$ cat src/rtl/sfc_pkg.sv
package sfc_pkg;

  typedef enum logic [1:0] {
    ERS_4K  = 2'd0,
    ERS_32K = 2'd1,
    ERS_64K = 2'd2
  } ers_size_e;

  typedef enum logic [2:0] {
    ST_OPC,    // collecting opcode
    ST_ADR,    // collecting erase address bytes
    ST_TAIL,   // address complete, waiting for frame end
    ST_SETWE,  // latch-set opcode received
    ST_CLRWE,  // latch-clear opcode received
    ST_STAT,   // returning status bytes
    ST_DROP    // unsupported opcode, ignore to frame end
  } cmd_st_e;

  localparam logic [7:0] OPC_ERS_4K  = 8'h20;
  localparam logic [7:0] OPC_ERS_32K = 8'h52;
  localparam logic [7:0] OPC_ERS_64K = 8'hD8;
  localparam logic [7:0] OPC_RD_STAT = 8'h05;
  localparam logic [7:0] OPC_WE_CLR  = 8'h04;
  localparam logic [7:0] OPC_WE_SET  = 8'h06;

  localparam int unsigned ADR_BYTES = 3;

  // number of low address bits cleared for each erase size
  function automatic int unsigned ers_span_bits(ers_size_e s);
    case (s)
      ERS_4K:  return 12;
      ERS_32K: return 15;
      default: return 16;
    endcase
  endfunction

endpackage

$ cat src/rtl/sfc_sync.sv
module sfc_sync #(
  parameter int unsigned       W       = 3,
  parameter int unsigned       STAGES  = 2,
  parameter logic [W-1:0]      RST_VAL = '0
) (
  input  logic         clk,
  input  logic         rst,
  input  logic [W-1:0] d_in,
  output logic [W-1:0] q
);

  for (genvar i = 0; i < W; i++) begin : g_bit
    logic [STAGES-1:0] pipe;
    always_ff @(posedge clk) begin
      if (rst) pipe <= {STAGES{RST_VAL[i]}};
      else     pipe <= {pipe[STAGES-2:0], d_in[i]};
    end
    assign q[i] = pipe[STAGES-1];
  end

endmodule

$ cat src/rtl/sfc_bit_rx.sv
module sfc_bit_rx (
  input  logic       clk,
  input  logic       rst,
  input  logic       frame_on,
  input  logic       sck_rise,
  input  logic       si_s,
  output logic [2:0] bit_cnt,
  output logic       byte_done,
  output logic [7:0] byte_val
);

  logic [6:0] sh;

  always_ff @(posedge clk) begin
    if (rst || !frame_on) begin
      bit_cnt <= '0;
      sh      <= '0;
    end else if (sck_rise) begin
      bit_cnt <= bit_cnt + 3'd1;
      sh      <= {sh[5:0], si_s};
    end
  end

  assign byte_done = frame_on && sck_rise && (bit_cnt == 3'd7);
  assign byte_val  = {sh, si_s};

endmodule

$ cat src/rtl/sfc_bit_tx.sv
module sfc_bit_tx (
  input  logic       clk,
  input  logic       rst,
  input  logic       frame_on,
  input  logic       active,
  input  logic       sck_fall,
  input  logic [7:0] stat_byte,
  output logic       so,
  output logic       so_oe
);

  logic [2:0] out_cnt;
  logic [7:0] sh;

  always_ff @(posedge clk) begin
    if (rst || !frame_on) begin
      out_cnt <= '0;
      sh      <= '0;
      so      <= 1'b0;
      so_oe   <= 1'b0;
    end else if (active && sck_fall) begin
      so_oe   <= 1'b1;
      out_cnt <= out_cnt + 3'd1;
      if (out_cnt == 3'd0) begin
        so <= stat_byte[7];
        sh <= {stat_byte[6:0], 1'b0};
      end else begin
        so <= sh[7];
        sh <= {sh[6:0], 1'b0};
      end
    end
  end

endmodule

$ cat src/rtl/sfc_cmd_ctl.sv
module sfc_cmd_ctl
  import sfc_pkg::*;
#(
  parameter int unsigned ADDR_W = 20
) (
  input  logic              clk,
  input  logic              rst,
  input  logic              frame_on,
  input  logic              frame_end,
  input  logic [2:0]        bit_cnt,
  input  logic              byte_done,
  input  logic [7:0]        byte_val,
  input  logic              busy,
  output logic              stat_sel,
  output logic              wel,
  output logic              ers_req,
  output ers_size_e         ers_size,
  output logic [ADDR_W-1:0] ers_addr
);

  localparam int unsigned CNT_W = $clog2(ADR_BYTES + 1);

  cmd_st_e          state;
  ers_size_e        pend_sz;
  logic [CNT_W-1:0] adr_cnt;
  logic [ADDR_W-1:0] adr_sh;
  logic             on_boundary;

  assign on_boundary = (bit_cnt == 3'd0);
  assign stat_sel    = (state == ST_STAT);

  function automatic logic [ADDR_W-1:0] blk_base(logic [ADDR_W-1:0] a, ers_size_e s);
    return a & ({ADDR_W{1'b1}} << ers_span_bits(s));
  endfunction

  always_ff @(posedge clk) begin
    if (rst) begin
      state    <= ST_OPC;
      pend_sz  <= ERS_4K;
      adr_cnt  <= '0;
      adr_sh   <= '0;
      wel      <= 1'b0;
      ers_req  <= 1'b0;
      ers_size <= ERS_4K;
      ers_addr <= '0;
    end else begin
      ers_req <= 1'b0;
      if (frame_end) begin
        case (state)
          ST_TAIL: begin
            if (on_boundary && wel && !busy) begin
              ers_req  <= 1'b1;
              ers_size <= pend_sz;
              ers_addr <= blk_base(adr_sh, pend_sz);
              wel      <= 1'b0;
            end
          end
          ST_SETWE: if (on_boundary) wel <= 1'b1;
          ST_CLRWE: if (on_boundary) wel <= 1'b0;
          default: ;
        endcase
        state   <= ST_OPC;
        adr_cnt <= '0;
      end else if (!frame_on) begin
        state   <= ST_OPC;
        adr_cnt <= '0;
      end else if (byte_done) begin
        case (state)
          ST_OPC: begin
            case (byte_val)
              OPC_ERS_4K:  begin state <= ST_ADR; pend_sz <= ERS_4K;  end
              OPC_ERS_32K: begin state <= ST_ADR; pend_sz <= ERS_32K; end
              OPC_ERS_64K: begin state <= ST_ADR; pend_sz <= ERS_64K; end
              OPC_WE_SET:  state <= ST_SETWE;
              OPC_WE_CLR:  state <= ST_CLRWE;
              OPC_RD_STAT: state <= ST_STAT;
              default:     state <= ST_DROP;
            endcase
          end
          ST_ADR: begin
            adr_sh  <= {adr_sh[ADDR_W-9:0], byte_val};
            adr_cnt <= adr_cnt + 1'b1;
            if (adr_cnt == CNT_W'(ADR_BYTES - 1)) state <= ST_TAIL;
          end
          default: ;
        endcase
      end
    end
  end

endmodule

$ cat src/rtl/spi_flash_cmd_front.sv
module spi_flash_cmd_front
  import sfc_pkg::*;
#(
  parameter int unsigned ADDR_W      = 20,
  parameter int unsigned SYNC_STAGES = 2
) (
  input  logic              clk,
  input  logic              rst,
  input  logic              cs_n,
  input  logic              sck,
  input  logic              si,
  input  logic              busy,
  output logic              so,
  output logic              so_oe,
  output logic              erase_req,
  output logic [1:0]        erase_size,
  output logic [ADDR_W-1:0] erase_addr
);

  logic [2:0] pin_q;
  logic       cs_q, sck_q, si_q;
  logic       cs_d, sck_d;
  logic       frame_on, frame_end, sck_rise, sck_fall;
  logic [2:0] bit_cnt;
  logic       byte_done;
  logic [7:0] byte_val;
  logic       stat_sel;
  logic       wel_q;
  ers_size_e  ers_size;
  logic [7:0] stat_byte;

  sfc_sync #(
    .W      (3),
    .STAGES (SYNC_STAGES),
    .RST_VAL(3'b100)
  ) u_sync (
    .clk (clk),
    .rst (rst),
    .d_in({cs_n, sck, si}),
    .q   (pin_q)
  );

  assign {cs_q, sck_q, si_q} = pin_q;

  always_ff @(posedge clk) begin
    if (rst) begin
      cs_d  <= 1'b1;
      sck_d <= 1'b0;
    end else begin
      cs_d  <= cs_q;
      sck_d <= sck_q;
    end
  end

  assign frame_on  = !cs_q;
  assign frame_end = cs_q && !cs_d;
  assign sck_rise  = sck_q && !sck_d;
  assign sck_fall  = !sck_q && sck_d;

  sfc_bit_rx u_rx (
    .clk      (clk),
    .rst      (rst),
    .frame_on (frame_on),
    .sck_rise (sck_rise),
    .si_s     (si_q),
    .bit_cnt  (bit_cnt),
    .byte_done(byte_done),
    .byte_val (byte_val)
  );

  sfc_cmd_ctl #(.ADDR_W(ADDR_W)) u_ctl (
    .clk      (clk),
    .rst      (rst),
    .frame_on (frame_on),
    .frame_end(frame_end),
    .bit_cnt  (bit_cnt),
    .byte_done(byte_done),
    .byte_val (byte_val),
    .busy     (busy),
    .stat_sel (stat_sel),
    .wel      (wel_q),
    .ers_req  (erase_req),
    .ers_size (ers_size),
    .ers_addr (erase_addr)
  );

  assign erase_size = ers_size;
  assign stat_byte  = {6'b0, wel_q, busy};

  sfc_bit_tx u_tx (
    .clk      (clk),
    .rst      (rst),
    .frame_on (frame_on),
    .active   (stat_sel),
    .sck_fall (sck_fall),
    .stat_byte(stat_byte),
    .so       (so),
    .so_oe    (so_oe)
  );

endmodule

$ cat config.mk
export PLATFORM = sky130hd
export DESIGN_NAME = spi_flash_cmd_front
export DESIGN_NICKNAME = d
export VERILOG_FILES = /design/src/rtl/sfc_pkg.sv /design/src/rtl/sfc_sync.sv /design/src/rtl/sfc_bit_rx.sv /design/src/rtl/sfc_bit_tx.sv /design/src/rtl/sfc_cmd_ctl.sv /design/src/rtl/spi_flash_cmd_front.sv
export SDC_FILE = /design/constraint.sdc
export NUM_CORES = 1
export LEC_CHECK = 0
export ABC_AREA = 1
export BUFFER_PORTS_ARGS = -buffer_cell sky130_fd_sc_hd__buf_2
export CAP_MARGIN = 20
export CORE_UTILIZATION = 55
export CTS_BUF_LIST = sky130_fd_sc_hd__clkbuf_8
export DETAILED_ROUTE_END_ITERATION = 12
export GPL_TIMING_DRIVEN = 0
export PLACE_DENSITY = 0.78
export SLEW_MARGIN = 20
export SYNTH_ARGS = -nofsm -noshare
export SYNTH_HDL_FRONTEND = slang
export SYNTH_HIERARCHICAL = 1
export SYNTH_SLANG_ARGS = --single-unit
$ cat constraint.sdc
create_clock -name clk -period 1.8 [get_ports clk]
set_input_delay 0 -clock clk [delete_from_list [all_inputs] [get_ports clk]]
set_output_delay 0 -clock clk [all_outputs]
set_load 0.05 [all_outputs]
# [Word level (Yosys, flattened, before mapping)]
# Cells that the tools add are included.
[classes] add_sub_neg=3 multipliers=0 div=0 magnitude_cmp=0 eq_ne=18 n_shift=1 mux=16 bitwise=4 n_reduce_logical=30
[op_table] cell="$mux W32" n=4
[op_table] cell="$shl A20 B32 Y20 const A" n=1
[op_table] cell="$eq A8 B3 Y1 const B" n=3
[op_table] cell="$and A20 B20 Y20" n=1
[op_table] cell="$pmux W3 S4" n=1
[op_table] cell="$pmux W5 S2" n=1
[op_table] cell="$reduce_and A5 Y1" n=2
[op_table] cell="$eq A3 B3 Y1 const B" n=3
[op_table] cell="$logic_not A3 Y1" n=3
[op_table] cell="$reduce_or A3 Y1" n=3
[op_table] cell="$eq A8 B6 Y1 const B" n=1
[op_table] cell="$eq A8 B7 Y1 const B" n=1
[op_table] cell="$eq A8 B8 Y1 const B" n=1
[op_table] cell="$logic_and A1 B1 Y1" n=8
[op_table] cell="$mux W8" n=1
[op_table] cell="$ne A2 B1 Y1 const B" n=4
[op_table] cell="$add A3 B1 Y3 const B" n=2
[op_table] cell="$eq A3 B2 Y1 const B" n=2
[op_table] cell="$pmux W2 S3" n=1
[op_table] cell="$pmux W3 S2" n=1
[op_table] cell="$reduce_and A3 Y1" n=2
[op_table] cell="$reduce_bool A3 Y1" n=2
[op_table] cell="$logic_not A1 Y1" n=5
[op_table] cell="$mux W1" n=5
[op_table] cell="other kinds (12)" n=14
[totals] regBits=82 latch_bits=0 ram_bits=0 romBits=0 output_inout_bits=25 memories=0

# [Logic depth before layout (Yosys ltp)]
[depth] depth_word=9 ltp_mapped=11

# [Hierarchy]
# The synthesis kept the hierarchy.
[modules_own_cells] mod="sfc_cmd_ctl" n_inst=1 cells_per_inst=266 area_per_inst_um2=2084.5 seq_area_each_um2=960.9
[modules_own_cells] mod="sfc_bit_tx" n_inst=1 cells_per_inst=93 area_per_inst_um2=636.9 seq_area_each_um2=240.2
[modules_own_cells] mod="sfc_bit_rx" n_inst=1 cells_per_inst=50 area_per_inst_um2=394.1 seq_area_each_um2=200.2
[modules_own_cells] mod="sfc_sync" n_inst=1 cells_per_inst=22 area_per_inst_um2=191.4 seq_area_each_um2=120.1
[modules_own_cells] mod="spi_flash_cmd_front" n_inst=1 cells_per_inst=12 area_per_inst_um2=77.6 seq_area_each_um2=40.0

# [Least setup slack after synthesis]
# No wires, ideal clock.
[synth_timing] path_type="reg-to-reg" start="register u_sync.g_bit[1].pipe[1]" end="register u_ctl.adr_sh[17]" arrival_time_ns=1.567 slack_ns=0.116 stages_incl_launch_ff=12 path_buffers=3 synth_period_minus_slack_ns=1.684 path_cell_list="dfxtp_1 > buf_4 > inv_1 > nor2_1 > buf_6 > and3_2 > nand4_2 > inv_2 > nand3_4 > buf_6 > o21ai_1 > a21oi_1"
[synth_via] elab_chain_len=4
[synth_lines] element="start, declared" line_no="sfc_sync.sv:13" source="logic [STAGES-1:0] pipe;"
[synth_lines] element="start signal, assigned" line_no="sfc_sync.sv:15" source="if (rst) pipe <= {STAGES{RST_VAL[i]}};"
[synth_lines] element="start signal, assigned" line_no="sfc_sync.sv:16" source="else pipe <= {pipe[STAGES-2:0], d_in[i]};"
[synth_lines] element="$logic_and A1 B1 Y1" line_no="spi_flash_cmd_front.sv:57" source="assign sck_rise = sck_q && !sck_d;"
[synth_lines] element="named net sck_rise" line_no="spi_flash_cmd_front.sv:23" source="logic frame_on, frame_end, sck_rise, sck_fall;"
[synth_lines] element="$logic_and A1 B1 Y1 (2 in series)" line_no="sfc_bit_rx.sv:24" source="assign byte_done = frame_on && sck_rise && (bit_cnt == 3'd7);"
[synth_lines] element="named net byte_done" line_no="spi_flash_cmd_front.sv:25" source="logic byte_done;"
[synth_lines] element="$reduce_and A4 Y1 (no source line)"
[synth_lines] element="end signal, assigned" line_no="sfc_cmd_ctl.sv:81" source="adr_sh <= {adr_sh[ADDR_W-9:0], byte_val};"
[synth_lines] element="end, declared" line_no="sfc_cmd_ctl.sv:26" source="logic [ADDR_W-1:0] adr_sh;"
# The timed path passes the listed nets, and every way through them passes these cells.
# A chain may end at the register's enable or synchronous reset.

# [Final worst setup path]
[layout_timing] start="register u_sync.g_bit[1].pipe[1]" end="register u_ctl.adr_sh[13]"
# Same word-level chain as after synthesis.

==> impl_summary.log <==
INFO  metric finish.net_count = just over 500
INFO  metric clk_root_buffer_cell = sky130_fd_sc_hd__clkbuf_8
INFO  metric clk_path_buf_depth = 2
INFO  metric antenna_found_initial = 0
INFO  metric setup-violations-final = 0
INFO  metric synth_cell_type_count = 34
INFO  metric overall_overflow_remaining_after_global_route = 0
INFO  metric die_h = 80.45 um
INFO  metric worst_setup_path_startpoint = u_sync/g_bit[1].pipe[1]
INFO  metric start_util = 0.5716
INFO  metric drt-wirelength-per-cell = 10.94 um
INFO  metric tritoncts_clock_tree = done
INFO  metric worst-setup-path-type = reg -> reg
INFO  metric launch_point_of_the_worst_hold_path = cs_n
INFO  metric clk_pin_slew = 0.08 ns
INFO  metric layout-drive-gt1-share = 0.2337
INFO  metric synthesis.instances = 443
INFO  metric max_h_tree_level = 3
INFO  metric layout_common_cells = sky130_fd_sc_hd__nand2_1 (82), sky130_fd_sc_hd__dfxtp_1 (76), sky130_fd_sc_hd__inv_1 (65)
INFO  metric timing.critical_path.fanout_max = 6
INFO  metric crit_path_max_incr_delay = 0.31 ns
INFO  metric die_x = 80.45 um
INFO  metric synth-warning-count = 6
INFO  metric post-route-worst-setup-slack = 0.04597 ns
INFO  metric route.detailed.drc = 0
INFO  metric timing.fmax = 0.5701 GHz
INFO  metric worst_path_required_time = just over 2 ns
INFO  metric wire_length_of_the_first_global_routing_pass = 9901 um
INFO  metric power.density = approximately 820 mW/mm^2
INFO  metric final_common_cell = sky130_fd_sc_hd__nand2_1
INFO  metric timing.critical_path.to_type = register
INFO  metric die_area = 0.006471 mm^2
INFO  metric period_share = 0.9745
INFO  metric diodes = 0
INFO  metric detailedPlacementHpwl = 4255 um
INFO  metric run_status = complete, no violations
INFO  metric flow.area_growth_from_synthesis = 20.92%
INFO  metric avgViaCountPerCell = 4.886
INFO  metric portBuffers = 27
INFO  metric fin_area = 0.004093 mm^2
INFO  metric totalNegativeSetupSlack = 0 ns
INFO  metric placement.setup.worst_slack = -0.06836 ns
INFO  metric critPathSlowestCell = sky130_fd_sc_hd__dfxtp_1
INFO  metric grt_start_max_net_pins = 15
INFO  metric leakage_power_figure = 1.746 nW
INFO  metric clkLatencyLatePin = roughly 0.35 ns
INFO  metric initial_drt_markers = ~170
INFO  metric routabilityCongestion = 0.8427
INFO  metric synth-seq-cells = 78
INFO  metric num_vias = 2834
INFO  metric clock_skew = 0.01178 ns
INFO  metric route.antenna.remaining_nets = 0
INFO  metric floorplan.rows = 28
INFO  metric ys_seq_area_frac = 0.4614
INFO  metric ioPinCount = 31
INFO  metric syn_area_per_cell = 7.640 um^2
INFO  metric floorplan.core_area = 0.005921 mm^2
INFO  metric class_of_the_tightest_hold_or_removal_check = in -> reg
INFO  metric maxCapViolations = 0
INFO  metric final-hold-violation-count = 0
INFO  metric period_needed = 1.754 ns
INFO  metric critical_path.startpoint_type = register
INFO  metric post_synthesis_cell_area = 0.003384 mm^2
INFO  metric grt_use_total = 0.1975
INFO  metric max_slew_margin = 0.5939
INFO  metric crit_buf_inv = 5
INFO  metric critical-path-top-cell-by-count = sky130_fd_sc_hd__inv_2
INFO  metric timing_max_transition_violations_final = 0
INFO  metric worst_ep_arrival_time = 1.99 ns
INFO  metric crit_chain = buf_4 > inv_2 > nor2_4 > buf_6 > and3_4 > nand4_4 > inv_2 > nand3_4 > buf_8 > o21ai_1 > a21oi_1
INFO  metric worst_pin_slew = between 0.6 and 0.7 ns
INFO  metric route.final.wire_length = approximately 6300 um
INFO  metric reg2reg_from = u_sync/g_bit[1].pipe[1]
INFO  metric cts.sinks = 78
INFO  metric ir_worst_vdd = between 0.5 and 0.6 mV
INFO  metric top_delay_family_on_crit_path = simple AND/OR/NAND/NOR gates
INFO  metric placement.cell_area = about 0.0036 mm^2
INFO  metric drt_pre_antenna_iters = 4
INFO  metric cts-buffers-inserted = 9
INFO  metric grt_pass1_vias = between 2000 and 2500
## cells by family (layout without fill, tap and decap cells)
logic type | Yosys count | in the layout | share of synthesized area
AO/OA/AOI/OAI | 80 | 80 | 0.1346
buffers and inverters | 97 | 152 | 0.1390
adder cells (fa/ha/maj) | 5 | 5 | 0.01848
AND/OR/NAND/NOR | 181 | 181 | 0.2444
flip-flops | 78 | 78 | 0.4614
other | 2 | 9 | 0.002219
## routing by layer
metal,up-vias,GRT usage,wire [um]
met1,1289,0.2342,2936
met4,0,0.08929,84
met3,8,0.04205,213
met5,-,0,0
li1,1485,-,-
met2,52,0.3390,3110
## cell usage after synthesis
cell type                   count  area share
sky130_fd_sc_hd__a211oi_1       2      0.0044
sky130_fd_sc_hd__a211oi_2       3       0.011
sky130_fd_sc_hd__a21oi_1       46       0.068
sky130_fd_sc_hd__a21oi_2        1      0.0026
sky130_fd_sc_hd__a31oi_1        1      0.0018
sky130_fd_sc_hd__and3_2         1      0.0022
sky130_fd_sc_hd__buf_12         1      0.0059
sky130_fd_sc_hd__buf_2          2      0.0030
sky130_fd_sc_hd__buf_4          8       0.018
sky130_fd_sc_hd__buf_6          7       0.023
sky130_fd_sc_hd__clkbuf_1       3      0.0033
sky130_fd_sc_hd__clkinv_4       1      0.0026
sky130_fd_sc_hd__conb_1         2      0.0022
sky130_fd_sc_hd__dfxtp_1       78        0.46
sky130_fd_sc_hd__ha_1           5       0.018
sky130_fd_sc_hd__inv_1         67       0.074
sky130_fd_sc_hd__inv_2          8      0.0089
sky130_fd_sc_hd__nand2_1       82       0.091
sky130_fd_sc_hd__nand2_2        3      0.0055
sky130_fd_sc_hd__nand2_4        2      0.0067
sky130_fd_sc_hd__nand3_1       29       0.043
sky130_fd_sc_hd__nand3_2        2      0.0059
sky130_fd_sc_hd__nand3_4        1      0.0052
sky130_fd_sc_hd__nand4_1        2      0.0037
sky130_fd_sc_hd__nand4_2        1      0.0037
sky130_fd_sc_hd__nor2_1        47       0.052
sky130_fd_sc_hd__nor2_2         6       0.011
sky130_fd_sc_hd__nor2_4         2      0.0067
sky130_fd_sc_hd__nor3_1         2      0.0030
sky130_fd_sc_hd__nor3_4         1      0.0048
sky130_fd_sc_hd__o2111ai_1      1      0.0026
sky130_fd_sc_hd__o21ai_0        6      0.0089
sky130_fd_sc_hd__o21ai_1       15       0.022
sky130_fd_sc_hd__o21ai_2        5       0.013
## stage by stage
stage          hold slack [ns]  power [W]  instances  utilization
6_report                0.3670   0.003340        580       0.6913
5_1_grt                 0.3622   0.003470        580       0.6913
4_1_cts                 0.3489   0.003363        575       0.6669
3_5_place_dp            0.1810   0.001880        552       0.6148
3_3_place_gp            0.1781   0.001879        552       0.6148
2_1_floorplan          0.07118   0.001856        450            -
## sequential cells by signal (all words and copies together), names as in the netlist
name               flops
u_rx/sh                7
u_rx/bit_cnt           3
cs_d                   1
sck_d                  1
u_ctl/adr_sh          20
u_tx/so_oe             1
u_ctl/ers_size         2
u_ctl/pend_sz          2
u_ctl/ers_addr        17
u_tx/sh                7
u_sync/g_bit.pipe      6
u_tx/out_cnt           3
u_tx/so                1
u_ctl/wel              1
u_ctl/ers_req          1
u_ctl/adr_cnt          2
u_ctl/state            3
## path summary, 6_finish.rpt
path | to | slack [ns] | cells past startpoint
hold reg to reg | u_sync/g_bit[1].pipe[1] | 0.40 | 2
setup reg to reg | u_ctl/adr_sh[13] | 0.05 | 11
setup / recovery | u_ctl/adr_sh[13] | 0.05 | 11
hold / removal | u_sync/g_bit[2].pipe[0] | 0.37 | 4
## area by class of cell
type | instances | area (um^2)
multi-input cells | 275 | 1444
well taps | 75 | 93.84
clock inverters | 6 | 93.84
flip-flops and latches | 78 | 1564
plain buffers | 21 | 187.7
clock buffers | 10 | 137.6
fillers | 498 | 1828
repair buffers | 39 | 277.8
inverters | 76 | 294.0
## what timing repair did
action	CTS	global route
pin swaps	0	2
hold buffers	7	0
resized for setup	2	19
endpoints found under the hold margin	7	0
cloned	0	2
setup buffers	0	3
endpoints found under the setup margin	20	23
## power by group
group          switching (W)  internal, W
combinational      0.0000788    0.0000491
sequential        0.00000242      0.00173
clock               0.000650     0.000828
total               0.000731      0.00261
## worst register-to-register path: stages, from the launching register on
cell,delay (ns)
sky130_fd_sc_hd__dfxtp_1,0.31
sky130_fd_sc_hd__buf_4,0.11
sky130_fd_sc_hd__inv_2,0.04
sky130_fd_sc_hd__nor2_4,0.14
sky130_fd_sc_hd__buf_6,0.12
sky130_fd_sc_hd__and3_4,0.19
sky130_fd_sc_hd__nand4_4,0.09
sky130_fd_sc_hd__inv_2,0.11
sky130_fd_sc_hd__nand3_4,0.15
sky130_fd_sc_hd__buf_8,0.19
sky130_fd_sc_hd__o21ai_1,0.14
sky130_fd_sc_hd__a21oi_1,0.07
Note: power is estimated with default switching activity, not from simulation.
